===== config.mk =====
export PLATFORM = sky130hd
export DESIGN_NAME = tev_ctrl
export DESIGN_NICKNAME = d
export VERILOG_FILES = /design/src/rtl/tev_pkg.sv /design/src/rtl/tev_compare.sv /design/src/rtl/tev_crit_track.sv /design/src/rtl/tev_window_track.sv /design/src/rtl/tev_ctrl.sv
export SDC_FILE = /design/constraint.sdc
export NUM_CORES = 1
export LEC_CHECK = 0
export ABC_AREA = 1
export BUFFER_PORTS_ARGS = -buffer_cell sky130_fd_sc_hd__buf_4
export CORE_UTILIZATION = 53
export DETAILED_ROUTE_END_ITERATION = 6
export HOLD_SLACK_MARGIN = 0.1
export PLACE_DENSITY = 0.93
export SLEW_MARGIN = 5
export SYNTH_ARGS = -nofsm -noshare
export SYNTH_HDL_FRONTEND = slang
export SYNTH_HIERARCHICAL = 1
export SYNTH_SLANG_ARGS = --single-unit

===== constraint.sdc =====
create_clock -name clk_i -period 3.23 [get_ports clk_i]
set_input_delay 0 -clock clk_i [delete_from_list [all_inputs] [get_ports clk_i]]
set_output_delay 0 -clock clk_i [all_outputs]
set_load 0.01 [all_outputs]

===== src/rtl/tev_pkg.sv =====
package tev_pkg;

    localparam int TEV_TEMP_W = 13;
    localparam int TEV_HYST_W = 8;

    typedef enum logic [1:0] {
        TEV_LATCHED   = 2'd0,
        TEV_FOLLOW    = 2'd1,
        TEV_CRIT_ONLY = 2'd2,
        TEV_FOLLOW_B  = 2'd3
    } tev_mode_e;

    typedef struct packed {
        logic over_hi;
        logic under_lo;
        logic over_crit;
        logic under_release;
    } tev_cmp_t;

    function automatic logic window_hit(input tev_cmp_t c);
        return c.over_hi | c.under_lo;
    endfunction

    function automatic logic mode_follows(input tev_mode_e m);
        return (m == TEV_FOLLOW) || (m == TEV_FOLLOW_B);
    endfunction

endpackage


===== src/rtl/tev_compare.sv =====
module tev_compare
    import tev_pkg::*;
#(
    parameter int TEMP_W = TEV_TEMP_W,
    parameter int HYST_W = TEV_HYST_W
) (
    input  logic [TEMP_W-1:0] temp_i,
    input  logic [TEMP_W-1:0] hi_i,
    input  logic [TEMP_W-1:0] lo_i,
    input  logic [TEMP_W-1:0] crit_i,
    input  logic [HYST_W-1:0] hyst_i,
    output tev_cmp_t          cmp_o
);
    localparam int EXT_W = TEMP_W + 1;

    logic signed [EXT_W-1:0] temp_x;
    logic signed [EXT_W-1:0] crit_x;
    logic signed [EXT_W-1:0] hyst_x;
    logic signed [EXT_W-1:0] release_x;

    // Sign-extend to one extra bit so crit - hyst cannot wrap.
    assign temp_x    = $signed({temp_i[TEMP_W-1], temp_i});
    assign crit_x    = $signed({crit_i[TEMP_W-1], crit_i});
    assign hyst_x    = $signed({{(EXT_W-HYST_W){1'b0}}, hyst_i});
    assign release_x = crit_x - hyst_x;

    always_comb begin
        cmp_o.over_hi       = $signed(temp_i) > $signed(hi_i);
        cmp_o.under_lo      = $signed(temp_i) < $signed(lo_i);
        cmp_o.over_crit     = $signed(temp_i) > $signed(crit_i);
        cmp_o.under_release = temp_x < release_x;
    end

endmodule


===== src/rtl/tev_crit_track.sv =====
module tev_crit_track (
    input  logic clk_i,
    input  logic rst_i,
    input  logic over_crit_i,
    input  logic under_release_i,
    output logic hold_d_o
);
    logic hold_q;

    always_comb begin
        hold_d_o = hold_q;
        if (over_crit_i) begin
            hold_d_o = 1'b1;
        end else if (under_release_i) begin
            hold_d_o = 1'b0;
        end
    end

    always_ff @(posedge clk_i) begin
        if (rst_i) begin
            hold_q <= 1'b0;
        end else begin
            hold_q <= hold_d_o;
        end
    end

endmodule


===== src/rtl/tev_window_track.sv =====
module tev_window_track
    import tev_pkg::*;
(
    input  logic      clk_i,
    input  logic      rst_i,
    input  tev_mode_e mode_i,
    input  logic      cond_i,
    input  logic      clear_i,
    output logic      win_d_o,
    output logic      latch_q_o
);
    logic latch_q;
    logic latch_d;
    logic prev_q;
    logic rise;

    assign rise = cond_i & ~prev_q;

    always_comb begin
        latch_d = 1'b0;
        win_d_o = 1'b0;
        unique case (mode_i)
            TEV_LATCHED: begin
                latch_d = rise | (latch_q & ~clear_i);
                win_d_o = latch_d;
            end
            TEV_CRIT_ONLY: begin
                latch_d = 1'b0;
                win_d_o = 1'b0;
            end
            default: begin
                latch_d = 1'b0;
                win_d_o = mode_follows(mode_i) & cond_i;
            end
        endcase
    end

    always_ff @(posedge clk_i) begin
        if (rst_i) begin
            latch_q <= 1'b0;
            prev_q  <= 1'b0;
        end else begin
            latch_q <= latch_d;
            prev_q  <= cond_i;
        end
    end

    assign latch_q_o = latch_q;

endmodule


===== src/rtl/tev_ctrl.sv =====
module tev_ctrl
    import tev_pkg::*;
#(
    parameter int TEMP_W = TEV_TEMP_W,
    parameter int HYST_W = TEV_HYST_W
) (
    input  logic              clk_i,
    input  logic              rst_i,
    input  logic [TEMP_W-1:0] temp_i,
    input  logic [TEMP_W-1:0] upper_lim_i,
    input  logic [TEMP_W-1:0] lower_lim_i,
    input  logic [TEMP_W-1:0] crit_lim_i,
    input  logic [HYST_W-1:0] crit_hyst_i,
    input  logic [1:0]        mode_i,
    input  logic              event_en_i,
    input  logic              clear_evt_i,
    output logic              event_drive_o,
    output logic              flag_above_upper_o,
    output logic              flag_below_lower_o,
    output logic              flag_above_crit_o
);
    tev_cmp_t  cmp;
    tev_mode_e mode_e;
    logic      crit_d;
    logic      win_d;
    logic      win_latch;
    logic      evt_d;

    assign mode_e = tev_mode_e'(mode_i);

    tev_compare #(.TEMP_W(TEMP_W), .HYST_W(HYST_W)) u_cmp (
        .temp_i (temp_i),
        .hi_i   (upper_lim_i),
        .lo_i   (lower_lim_i),
        .crit_i (crit_lim_i),
        .hyst_i (crit_hyst_i),
        .cmp_o  (cmp)
    );

    tev_crit_track u_crit (
        .clk_i           (clk_i),
        .rst_i           (rst_i),
        .over_crit_i     (cmp.over_crit),
        .under_release_i (cmp.under_release),
        .hold_d_o        (crit_d)
    );

    tev_window_track u_win (
        .clk_i     (clk_i),
        .rst_i     (rst_i),
        .mode_i    (mode_e),
        .cond_i    (window_hit(cmp)),
        .clear_i   (clear_evt_i),
        .win_d_o   (win_d),
        .latch_q_o (win_latch)
    );

    assign evt_d = win_d | crit_d;

    always_ff @(posedge clk_i) begin
        if (rst_i) begin
            event_drive_o      <= 1'b0;
            flag_above_upper_o <= 1'b0;
            flag_below_lower_o <= 1'b0;
            flag_above_crit_o  <= 1'b0;
        end else begin
            event_drive_o      <= event_en_i & evt_d;
            flag_above_upper_o <= cmp.over_hi;
            flag_below_lower_o <= cmp.under_lo;
            flag_above_crit_o  <= cmp.over_crit;
        end
    end

endmodule


==> flow_metrics.py <==
metrics = {
    "outcome": {
        "outcome": "complete, no violations",
    },
    "detailed_routing": {
        "vias_per_cell": 5.17,
        "ant_nets": 0,
        "routed-via-count": 2435,
        "drt_iter0_drc": 127,
        "first_pass_iters": 5,
        "drt-total-wl_um": 5840,
        "wl_per_cell_um": 12.4,
        "drc": 0,
    },
    "critical_path": {
        "rr_endpoint": "u_win/latch_q_o$_SDFF_PP0_",
        "critPathMaxFanout": 3,
        "critPathMostFrequentCell": "nand2_1",
        "cpMaxStageDelayCell": "fa_1",
        "crit_type": "in -> reg",
        "crit_buf_inv": 3,
        "startpoint_type": "input port",
        "reg2reg_from": "u_win/prev_q$_SDFF_PP0_",
        "cp_top_family": "simple AND/OR/NAND/NOR gates",
        "r2r_cells": 4,
        "cp.required_ns": 3.35,
        "r2r_slack_ns": 2.09,
        "critPathMaxStageDelay_ns": 0.42,
        "path_cells": "buf_4, inv_1, ha_1, fa_1, o21ai_2, nand2_1, nand2_2, nand2_1, nand3_1, nand2_1, ha_1, nand2_1, nor3_1, nand2_1, nand2_1, nand2_1, nand2_1, inv_1, nand2_2, nand2_1, nor2_1, nor2_2",
        "cp.arrival_ns": 2.54,
        "critPathCaptureType": "flop",
    },
    "power": {
        "peakVddDrop_v": 0.000102,
        "p_leak_uw": 0.00177,
        "power.density_nw_per_um2": 227,
    },
    "job": {
        "drv_cap": 0,
    },
    "worst_hold_path": {
        "min_from": "mode_i[0]",
        "hp-class": "in -> reg",
        "hold_end": "event_drive_o$_SDFF_PP0_",
        "hold_depth": 5,
    },
    "clock_tree": {
        "clock_latency_ns": 0.23,
        "htreeDepth": 1,
        "cts_buffers": 3,
        "clk_pin_slew_ns": 0.04,
        "clock-sinks": 7,
        "tritoncts": "built",
        "root_buffer": "clkbuf_8",
        "clock_path_buffers": 2,
    },
    "sta": {
        "rsz0062_at_grt": "false",
        "hold_viol": 0,
        "fmax_ghz": 0.414,
        "finalCritPeriodShare": 0.748,
        "clock_skew_ns": 0.00398,
        "min_period_ns": 2.42,
        "maxSlewHeadroom": 0.832,
        "worst_pin_slew_ns": 0.249,
        "setup-tns-final_ns": 0,
        "finalSetupViolations": 0,
        "drv_slew": 0,
    },
    "place": {
        "port_buffers": 69,
        "dpl.cell_count": 462,
        "routabilityCongestion": 0.879,
        "place_hpwl_um": 4840,
    },
    "global_routing": {
        "grt_use_met1": 0.323,
        "grt_pass1_vias": 2382,
        "grt_use_met2": 0.536,
        "grt_busiest_layer": "met2",
        "grt-ovfl-total": 0,
        "grt_max_degree": 9,
        "gr-usage-all-layers": 0.286,
        "grt_first_pass_wirelength_um": 9740,
        "met3_usage": 0.0362,
        "antenna_found_initial": 0,
    },
    "synthesis": {
        "syn-instance-count": 346,
        "yosysWarnings": 6,
        "synthDistinctLibCells": 24,
        "syn_nets": 472,
        "synthesis.area_um2": 2170,
        "synth_seq_cells": 7,
        "yosysSeqAreaShare": 0.0645,
        "syn_area_per_cell_um2": 6.28,
    },
    "die": {
        "core_area_um2": 3800,
        "rows": 22,
        "start_util": 0.572,
        "fp.dieH_um": 66.0,
        "ioPinCount": 70,
        "die_area_um2": 4360,
        "fp.dieW_um": 66.0,
    },
    "finish": {
        "nets": 550,
        "final_cells": 471,
        "antenna_cells": 0,
        "drive_gt1_frac": 0.215,
        "synthToLayoutAreaGrowth_pct": 30.5,
    },
}
worst max-delay path by stage:
stage / start / to / slack, ns / depth (start not counted)
2_1_floorplan: crit_lim_i[0] / event_drive_o$_SDFF_PP0_ / 0.96 / 18
3_3_place_gp: crit_lim_i[0] / event_drive_o$_SDFF_PP0_ / 0.74 / 19
3_5_place_dp: crit_lim_i[0] / event_drive_o$_SDFF_PP0_ / 0.60 / 22
4_1_cts: crit_lim_i[0] / event_drive_o$_SDFF_PP0_ / 0.84 / 22
5_1_grt: crit_lim_i[0] / event_drive_o$_SDFF_PP0_ / 0.54 / 22
6_report: crit_lim_i[0] / event_drive_o$_SDFF_PP0_ / 0.81 / 22
cells in the final DEF, fill, tap and decap left out:
cell,instances
nand3b_1,1
nor2_2,4
a21oi_1,26
nand2_4,1
dfxtp_1,7
xnor2_1,4
nor3_1,5
o21a_1,2
nand2_2,7
a21oi_2,3
nand3_1,14
fa_1,1
inv_1,80
clkbuf_8,3
o21ai_0,7
nor3_4,1
o21ai_2,2
nand3b_2,1
xor2_1,4
buf_4,69
nand4_1,6
nand2_1,86
ha_1,59
clkbuf_1,1
a21o_1,2
dlygate4sd3_1,5
nor2_1,22
synthesized netlist by cell type (all sizes together):
cell type / count / area, µm²
a21o: 2 / 15.0
a21oi: 29 / 156
buf: 1 / 11.3
dfxtp: 7 / 140
fa: 1 / 20.0
ha: 59 / 738
inv: 80 / 300
nand2: 94 / 378
nand3: 14 / 70.1
nand3b: 2 / 18.8
nand4: 6 / 37.5
nor2: 26 / 108
nor3: 6 / 41.3
o21a: 2 / 15.0
o21ai: 9 / 52.6
xnor2: 4 / 35.0
xor2: 4 / 35.0
metal layers:
metal,vias up,share of wire
met5,-,0
met4,0,0.026
met3,17,0.053
met2,70,0.50
met1,1097,0.42
li1,1251,-
tightest hold or removal path, stage by stage:
cell	delay (ns)
buf_4	0.09
nand2_1	0.04
nand2_1	0.06
nor2_1	0.04
nor2_2	0.08
metrics by stage:
step,power [µW],setup WS (ns),instance area (µm²),hold slack [ns],util
finish,644,0.814,2830,0.127,0.746
global route,706,0.540,2830,0.170,0.746
CTS,639,0.835,2830,0.128,0.746
detailed placement,505,0.598,2740,0.221,0.721
global placement,481,0.740,2740,0.215,0.721
floorplan,361,0.955,2170,0.0624,-
where the power goes:
part / switching [µW] / total [µW] / internal (µW)
combinational: 227 / 419 / 192
sequential: 2.79 / 99.2 / 96.4
clock: 40.1 / 126 / 85.6
final cells by class:
cell class | count | area [µm²]
clock buffers | 4 | 45.0
multi-input cells | 258 | 1720
flip-flops and latches | 7 | 140
repair buffers | 74 | 568
inverters | 80 | 300
fillers | 299 | 965
well taps | 48 | 60.1
cell families after synthesis:
| logic type | count (synthesis) | synth area share |
|---|---|---|
| simple gates | 148 | 0.301 |
| buf+inv | 81 | 0.143 |
| fa+ha+maj | 60 | 0.349 |
| compound gates | 42 | 0.110 |
| xor+xnor | 8 | 0.0323 |
| flops | 7 | 0.0645 |
repair_timing:
| action | 4_1_cts | 5_1_grt |
|---|---|---|
| setup endpoints to repair | 0 | 0 |
| gates resized for setup | 0 | 0 |
| buffers inserted | 0 | 0 |
| hold buffers | 5 | 0 |
| hold endpoints to repair | 7 | 0 |
state kept, by name (all words and copies together) (netlist names):
register and cells:
u_win/prev_q 1, u_crit/hold_q 1, flag_above_crit_o 1, event_drive_o 1, u_win/latch_q_o 1, flag_above_upper_o 1
flag_below_lower_o 1
Note: power is estimated with default switching activity, not from simulation.
